### src/rtl/qx4_pkg.sv
// Package: shared types and the quadrature transition classifier.
// Assumes phase pairs are packed {A,B} with A in bit 1.
package qx4_pkg;

    typedef enum logic [1:0] {
        STEP_NONE = 2'd0,
        STEP_UP   = 2'd1,
        STEP_DN   = 2'd2,
        STEP_ERR  = 2'd3
    } step_e;

    typedef enum logic {
        MODE_INDEX = 1'b0,
        MODE_WRAP  = 1'b1
    } rst_mode_e;

    // Next {A,B} state in the up direction (A leads B).
    function automatic logic [1:0] up_next(input logic [1:0] s);
        case (s)
            2'b00:   up_next = 2'b10;
            2'b10:   up_next = 2'b11;
            2'b11:   up_next = 2'b01;
            default: up_next = 2'b00;
        endcase
    endfunction

    // Classify the move from prev to cur.
    function automatic step_e classify(input logic [1:0] prev, input logic [1:0] cur);
        if (prev == cur)                 classify = STEP_NONE;
        else if ((prev ^ cur) == 2'b11)  classify = STEP_ERR;
        else if (up_next(prev) == cur)   classify = STEP_UP;
        else                             classify = STEP_DN;
    endfunction

endpackage

### src/rtl/qx4_cfg.sv
// Configuration shadow: loads every setting while the counter is stopped
// and freezes all of them while it runs. Assumes enable is synchronous.
module qx4_cfg
    import qx4_pkg::*;
#(
    parameter int CNT_W = 32
) (
    input  logic             clk,
    input  logic             rst_n,
    input  logic             en_i,
    input  logic             swap_i,
    input  logic             inv_a_i,
    input  logic             inv_b_i,
    input  logic             idx_fall_i,
    input  logic [1:0]       gate_i,
    input  logic             mode_i,
    input  logic [CNT_W-1:0] ceil_i,
    output logic             swap_q,
    output logic             inv_a_q,
    output logic             inv_b_q,
    output logic             idx_fall_q,
    output logic [1:0]       gate_q,
    output rst_mode_e        mode_q,
    output logic [CNT_W-1:0] ceil_q
);

    // Load settings while stopped, hold while enabled.
    always_ff @(posedge clk) begin
        if (!rst_n) begin
            swap_q     <= 1'b0;
            inv_a_q    <= 1'b0;
            inv_b_q    <= 1'b0;
            idx_fall_q <= 1'b0;
            gate_q     <= 2'b00;
            mode_q     <= MODE_INDEX;
            ceil_q     <= '1;
        end else if (!en_i) begin
            swap_q     <= swap_i;
            inv_a_q    <= inv_a_i;
            inv_b_q    <= inv_b_i;
            idx_fall_q <= idx_fall_i;
            gate_q     <= gate_i;
            mode_q     <= rst_mode_e'(mode_i);
            ceil_q     <= ceil_i;
        end
    end

    // running counter sees frozen settings
    assert_cfg_frozen_R12: assert property (@(posedge clk) disable iff (!rst_n)
        en_i |=> ($stable(ceil_q) && $stable(mode_q) && $stable(gate_q) && $stable(swap_q)));

endmodule

### src/rtl/qx4_decode.sv
// Phase decoder: applies polarity and swap, compares against the previous
// raw sample (conditioned with the same settings) and flags a gated index
// edge. Assumes inputs are already filtered and synchronous.
module qx4_decode
    import qx4_pkg::*;
(
    input  logic       clk,
    input  logic       rst_n,
    input  logic       swap_i,
    input  logic       inv_a_i,
    input  logic       inv_b_i,
    input  logic       idx_fall_i,
    input  logic [1:0] gate_i,
    input  logic       pha_i,
    input  logic       phb_i,
    input  logic       idx_i,
    output step_e      step_o,
    output logic       idx_hit_o
);

    localparam int NPH = 2;

    logic [NPH-1:0] raw_c, raw_p, inv_v, pol_c, pol_p;
    logic [1:0]     ab_c, ab_p;
    logic           idx_p, idx_c_pol, idx_p_pol;

    assign raw_c = {pha_i, phb_i};
    assign inv_v = {inv_a_i, inv_b_i};

    // Previous raw sample; reset also captures the pins so no phantom step follows.
    always_ff @(posedge clk) begin
        if (!rst_n) begin
            raw_p <= raw_c;
            idx_p <= idx_i;
        end else begin
            raw_p <= raw_c;
            idx_p <= idx_i;
        end
    end

    // Per-phase polarity for current and previous samples.
    for (genvar g = 0; g < NPH; g++) begin : g_pol
        assign pol_c[g] = raw_c[g] ^ inv_v[g];
        assign pol_p[g] = raw_p[g] ^ inv_v[g];
    end

    // Swap A and B roles when requested.
    always_comb begin
        ab_c = swap_i ? {pol_c[0], pol_c[1]} : pol_c;
        ab_p = swap_i ? {pol_p[0], pol_p[1]} : pol_p;
    end

    assign step_o    = classify(ab_p, ab_c);
    assign idx_c_pol = idx_i ^ idx_fall_i;
    assign idx_p_pol = idx_p ^ idx_fall_i;
    assign idx_hit_o = idx_c_pol && !idx_p_pol && (ab_c == gate_i);

endmodule

### src/rtl/qx4_count.sv
// Position counter: applies steps within [0, ceiling], performs index
// resets, tracks direction and produces one-cycle event pulses.
// Assumes step and index inputs are valid in the cycle they are presented.
module qx4_count
    import qx4_pkg::*;
#(
    parameter int CNT_W = 32
) (
    input  logic             clk,
    input  logic             rst_n,
    input  logic             en_i,
    input  rst_mode_e        mode_i,
    input  logic [CNT_W-1:0] ceil_i,
    input  step_e            step_i,
    input  logic             idx_hit_i,
    output logic [CNT_W-1:0] count_o,
    output logic             dir_o,
    output logic             up_evt_o,
    output logic             dn_evt_o,
    output logic             chg_evt_o,
    output logic             err_o
);

    logic [CNT_W-1:0] cnt_q, cnt_n;
    logic             dir_q, dir_n, up_q, up_n, dn_q, dn_n, chg_q, chg_n, err_q, err_n;
    logic             do_idx;

    assign do_idx = en_i && (mode_i == MODE_INDEX) && idx_hit_i;

    // Next-state selection: index reset beats a step; disabled holds.
    always_comb begin
        cnt_n = cnt_q;
        dir_n = dir_q;
        up_n  = 1'b0;
        dn_n  = 1'b0;
        chg_n = 1'b0;
        err_n = err_q || (en_i && step_i == STEP_ERR);
        if (do_idx) begin
            cnt_n = '0;
            up_n  = dir_q;
            dn_n  = !dir_q;
        end else if (en_i && step_i == STEP_UP) begin
            up_n  = (cnt_q >= ceil_i);
            cnt_n = up_n ? '0 : cnt_q + 1'b1;
            dir_n = 1'b1;
            chg_n = !dir_q;
        end else if (en_i && step_i == STEP_DN) begin
            dn_n  = (cnt_q == '0);
            cnt_n = dn_n ? ceil_i : cnt_q - 1'b1;
            dir_n = 1'b0;
            chg_n = dir_q;
        end
    end

    // State and event registers.
    always_ff @(posedge clk) begin
        if (!rst_n) begin
            cnt_q <= '0;
            dir_q <= 1'b1;
            up_q  <= 1'b0;
            dn_q  <= 1'b0;
            chg_q <= 1'b0;
            err_q <= 1'b0;
        end else begin
            cnt_q <= cnt_n;
            dir_q <= dir_n;
            up_q  <= up_n;
            dn_q  <= dn_n;
            chg_q <= chg_n;
            err_q <= err_n;
        end
    end

    assign count_o   = cnt_q;
    assign dir_o     = dir_q;
    assign up_evt_o  = up_q;
    assign dn_evt_o  = dn_q;
    assign chg_evt_o = chg_q;
    assign err_o     = err_q;

    // stopped counter holds and stays quiet
    assert_hold_when_off_R11: assert property (@(posedge clk) disable iff (!rst_n)
        !en_i |=> ($stable(cnt_q) && !up_q && !dn_q && !chg_q));
    // illegal move never changes the count
    assert_err_no_step_R10: assert property (@(posedge clk) disable iff (!rst_n)
        (en_i && step_i == STEP_ERR && !do_idx) |=> $stable(cnt_q));
    // error flag is sticky
    assert_err_sticky_R10: assert property (@(posedge clk) disable iff (!rst_n)
        err_q |=> err_q);
    // at most one reset event per cycle, up reset lands on zero
    assert_one_reset_R8: assert property (@(posedge clk) disable iff (!rst_n)
        $onehot0({up_q, dn_q}));
    assert_up_zero_R8: assert property (@(posedge clk) disable iff (!rst_n)
        up_q |-> (cnt_q == '0));
    // wrap mode ignores the index when no step arrives
    assert_idx_ignored_R7: assert property (@(posedge clk) disable iff (!rst_n)
        (en_i && mode_i == MODE_WRAP && step_i == STEP_NONE) |=> $stable(cnt_q));

endmodule

### src/rtl/qx4_position.sv
// Top: quadrature X4 position counter built from a configuration shadow,
// a phase decoder and the bounded counter.
module qx4_position
    import qx4_pkg::*;
#(
    parameter int CNT_W = 32
) (
    input  logic             clk,
    input  logic             rst_n,
    input  logic             enable,
    input  logic             swap_ab,
    input  logic             inv_a,
    input  logic             inv_b,
    input  logic             idx_falling,
    input  logic [1:0]       idx_gate,
    input  logic             wrap_mode,
    input  logic [CNT_W-1:0] ceiling,
    input  logic             phase_a,
    input  logic             phase_b,
    input  logic             index,
    output logic [CNT_W-1:0] count,
    output logic             dir_up,
    output logic             evt_reset_up,
    output logic             evt_reset_down,
    output logic             evt_dir_change,
    output logic             phase_err
);

    logic             s_swap, s_inv_a, s_inv_b, s_idx_fall;
    logic [1:0]       s_gate;
    rst_mode_e        s_mode;
    logic [CNT_W-1:0] s_ceil;
    step_e            step;
    logic             idx_hit;

    qx4_cfg #(.CNT_W(CNT_W)) u_cfg (
        .clk(clk), .rst_n(rst_n), .en_i(enable),
        .swap_i(swap_ab), .inv_a_i(inv_a), .inv_b_i(inv_b),
        .idx_fall_i(idx_falling), .gate_i(idx_gate), .mode_i(wrap_mode),
        .ceil_i(ceiling),
        .swap_q(s_swap), .inv_a_q(s_inv_a), .inv_b_q(s_inv_b),
        .idx_fall_q(s_idx_fall), .gate_q(s_gate), .mode_q(s_mode),
        .ceil_q(s_ceil)
    );

    qx4_decode u_dec (
        .clk(clk), .rst_n(rst_n),
        .swap_i(s_swap), .inv_a_i(s_inv_a), .inv_b_i(s_inv_b),
        .idx_fall_i(s_idx_fall), .gate_i(s_gate),
        .pha_i(phase_a), .phb_i(phase_b), .idx_i(index),
        .step_o(step), .idx_hit_o(idx_hit)
    );

    qx4_count #(.CNT_W(CNT_W)) u_cnt (
        .clk(clk), .rst_n(rst_n), .en_i(enable),
        .mode_i(s_mode), .ceil_i(s_ceil),
        .step_i(step), .idx_hit_i(idx_hit),
        .count_o(count), .dir_o(dir_up),
        .up_evt_o(evt_reset_up), .dn_evt_o(evt_reset_down),
        .chg_evt_o(evt_dir_change), .err_o(phase_err)
    );

endmodule

### config.mk
export PLATFORM = sky130hd
export DESIGN_NAME = qx4_position
export DESIGN_NICKNAME = d
export VERILOG_FILES = /design/src/rtl/qx4_pkg.sv /design/src/rtl/qx4_cfg.sv /design/src/rtl/qx4_decode.sv /design/src/rtl/qx4_count.sv /design/src/rtl/qx4_position.sv
export SDC_FILE = /design/constraint.sdc
export NUM_CORES = 1
export LEC_CHECK = 0
export BUFFER_PORTS_ARGS = -buffer_cell sky130_fd_sc_hd__buf_2
export CORE_AREA = 2 2 133 135
export CTS_CLUSTER_DIAMETER = 120
export DETAILED_ROUTE_END_ITERATION = 8
export DIE_AREA = 0 0 135 137
export MAX_ROUTING_LAYER = met4
export SLEW_MARGIN = 20
export SYNTH_ARGS = -nofsm -noshare
export SYNTH_HDL_FRONTEND = slang
export SYNTH_HIERARCHICAL = 1
export SYNTH_SLANG_ARGS = --single-unit
export TNS_END_PERCENT = 5
### constraint.sdc
create_clock -name clk -period 3.13 [get_ports clk]
set_clock_uncertainty 0.15 [all_clocks]
set_input_delay 0.1565 -clock clk [delete_from_list [all_inputs] [get_ports clk]]
set_output_delay 0.1565 -clock clk [all_outputs]
set_load 0.02 [all_outputs]
==> impl_metrics.json <==
{
  "status": "finished, final reports clean",
  "p_int_w": 0.00325,
  "pin_count": 82,
  "path_buf_inv": 0,
  "gp_congestion": 0.906,
  "synth_edf_count": 0,
  "clkTransAtPathRegs_ns": 0.07,
  "worstRegToRegCells": 7,
  "met3_length_um": 1060,
  "grt_start_max_net_pins": 43,
  "critical_path_class": "flop to flop",
  "p_sw_share_pct": 44.5,
  "reg2reg_from": "u_cnt/count_o[7]",
  "cts_tree": "yes",
  "worstMarginPinSlew_ns": 0.742,
  "clock_latency_ns": 0.36,
  "yosys_register_bits": 79,
  "hold_end": "u_cnt/up_evt_o",
  "endpoint_kind": "flop",
  "via_per_inst": 5.35,
  "top_layer": "met4",
  "numCtsBuffers": 9,
  "finalCriticalPeriod_ns": 3.04,
  "rsz0062_at_grt": "yes",
  "yosys-top-cells-area": "dfxtp_1, ha_1, mux2i_1",
  "power_leakage_nw": 3.48,
  "yosysUniqueCellTypes": 70,
  "syn_area_um2": 5670,
  "fin_util_pct": 43.6,
  "fin_tns_setup_ns": 0,
  "cp.required_ns": 3.22,
  "avgRoutedWirePerCell_um": 16.5,
  "r2r_slack_ns": 0.09,
  "r2r_end": "u_cnt/count_o[31]",
  "clk_path_buf_depth": 2,
  "arrival_ns": 3.14,
  "cts_max_level": 3,
  "synth_top_cell_by_area": "dfxtp_1",
  "antenna_cells": 0,
  "floorplan.initialDensity_pct": 33.2,
  "layout.nets": 965,
  "cp_slowest_cell": "or4_1",
  "antenna_found_initial": 0,
  "p_per_area_nw_per_um2": 789,
  "synth_flop_cell": "dfxtp_1",
  "dp_hpwl_um": 13400,
  "hold_violations": 0,
  "gr-total-overflow": 0,
  "drc": 0,
  "chipHeight_um": 137,
  "max_freq_ghz": 0.329,
  "hp-class": "primary input to flop",
  "ys_async_sr_fraction_pct": 0,
  "core_area_um2": 17100,
  "synth.most_common_cell": "nand2_1",
  "syn-num-nets": 808,
  "yosysTopAreaCellShare_pct": 27.9,
  "cts.sinks": 79,
  "routed_wl_um": 18400,
  "setup_viol": 0,
  "post_cts_buffers": 0,
  "pwr-share-seq_pct": 21.8,
  "fin_cells": 1115,
  "ant_nets": 0,
  "die_w_um": 135,
  "critical_path.top_delay_family": "simple AND/OR/NAND/NOR gates",
  "io_buffers": 81,
  "wirelength_met1_um": 8560,
  "slowest_delay_ns": 0.68,
  "first_global_vias": 5842,
  "slew_headroom_pct": 50.3,
  "p_clk_share_pct": 19.6,
  "layout-drive-gt1-share_pct": 21.7,
  "crit_path_start": "u_cnt/count_o[7]",
  "synth_sequential_area_ratio_pct": 27.9,
  "drt_pass1_iterations": 5,
  "hp-start": "enable",
  "crit_chain": "or4_1 > nor4_4 > nand3_1 > nor4_1 > mux2_1 > a221oi_1 > o22ai_1",
  "post_dp_cell_area_um2": 6680,
  "pwr-share-comb_pct": 58.7,
  "grt.total_usage_pct": 21.2,
  "vias": 5963,
  "placedCellCount": 1056,
  "drtIter0Drc": 512,
  "die-area_um2": 18500,
  "grt_pass1_wl_um": 30000,
  "fin_crit_sh_pct": 97.2,
  "netlist_instances": 728,
  "crit_path_start_kind": "flop",
  "wl_met2_um": 8460,
  "root_buffer": "clkbuf_16",
  "cp_max_fo": 8,
  "synth.avg_cell_area_um2": 7.78,
  "max-vdd-ir-drop_mv": 0.537,
  "power_switching_w": 0.00261,
  "fin_area_um2": 7430,
  "ys_top_cells_by_count": "nand2_1, dfxtp_1, a21oi_1",
  "drv_cap": 0,
  "whs_path_depth": 3,
  "area_growth_pct": 31.2,
  "slew_viol_final": 0,
  "rows": 48,
  "yosysWarnings": 6
}
==> per-layer routing <==
metal	global-route usage [%]	vias up
li1	-	2946
met1	26.8	2772
met2	34.2	212
met3	3.56	33
met4	7.75	0
met5	-	-
==> what timing repair did <==
action / CTS / global route
resized for setup: 0 / 3
setup endpoints to repair: 0 / 3
hold buffers: 43 / 0
endpoints found under the hold margin: 42 / 0
==> power groups by stage <==
| stage | clock [W] | combinational, W | sequential (W) |
|---|---|---|---|
| after floorplan | 0 | 0.00213 | 0.00143 |
| after detailed placement | 0 | 0.00333 | 0.00129 |
| after global routing | 0.00121 | 0.00377 | 0.00130 |
| after global placement | 0 | 0.00332 | 0.00129 |
| after CTS | 0.00118 | 0.00339 | 0.00127 |
| final | 0.00115 | 0.00344 | 0.00128 |
==> tightest hold or removal path: cells and delay by family <==
family	cells	cell delay, ns
and+or+nand+nor	1	0.22
buffers and inverters	1	0.13
AOI/OAI and AO/OA	1	0.12
==> kinds of logic (layout without fill, tap and decap cells) <==
| kind of cell | Yosys count | after routing | synth area share [%] |
|---|---|---|---|
| AO/OA/AOI/OAI | 164 | 164 | 18.1 |
| XOR/XNOR | 30 | 30 | 4.64 |
| adder cells (fa/ha/maj) | 35 | 35 | 7.73 |
| buffers and inverters | 93 | 255 | 7.22 |
| flip-flops | 79 | 79 | 27.9 |
| multiplexers | 45 | 45 | 8.48 |
| AND/OR/NAND/NOR | 282 | 282 | 25.9 |
==> flip-flops by register name (all words and copies together), names as in the netlist, 2 cells and up <==
| signal | cells |
|---|---|
| u_cfg/ceil_q | 32 |
| u_cfg/gate_q | 2 |
| u_cnt/count_o | 32 |
| u_dec/raw_p | 2 |
==> cell usage in the layout (no fill, tap or decap), types with 5 or more instances in the layout <==
master,n
a211oi_1,10
a21oi_1,58
a22oi_1,6
a31oi_1,9
and3_1,6
buf_2,81
buf_4,76
clkbuf_16,9
dfxtp_1,79
dlygate4sd3_1,43
ha_1,35
inv_1,38
mux2i_1,42
nand2_1,82
nand2b_1,5
nand3_1,25
nand4_1,13
nor2_1,53
nor2b_1,12
nor3_1,28
nor4_1,10
o21ai_0,23
o21ai_1,5
o22ai_1,13
o31ai_1,6
or3_1,6
or4_1,10
xnor2_1,18
xor2_1,12
==> metrics by stage <==
| step | total power, W | setup WS [ns] | hold WS [ns] |
|---|---|---|---|
| after floorplan | 0.00356 | 0.226 | 0.0342 |
| after global placement | 0.00461 | 0.206 | 0.140 |
| after detailed placement | 0.00462 | 0.140 | 0.139 |
| after CTS | 0.00584 | 0.133 | 0.154 |
| after global routing | 0.00628 | 0.00157 | 0.227 |
| final | 0.00586 | 0.0864 | 0.175 |
==> worst max path at each step <==
| stage | end | slack, ns | cells past startpoint |
|---|---|---|---|
| after floorplan | u_cnt/count_o[31] | 0.23 | 9 |
| after global placement | u_cnt/count_o[31] | 0.21 | 7 |
| after detailed placement | u_cnt/count_o[31] | 0.14 | 7 |
| after CTS | u_cnt/count_o[31] | 0.13 | 7 |
| after global routing | u_cnt/count_o[5] | 0.002 | 10 |
| final | u_cnt/count_o[31] | 0.09 | 7 |
==> layout make-up <==
| type | count | area [um2] |
|---|---|---|
| inverter | 38 | 143 |
| sequential | 79 | 1580 |
| timing repair buffer | 201 | 1430 |
| multi-input combinational | 556 | 3690 |
| clock inverter | 6 | 85.1 |
| fill | 1762 | 9620 |
| clock buffer | 10 | 229 |
| tap | 225 | 282 |
(Power assumes the default switching activity.)
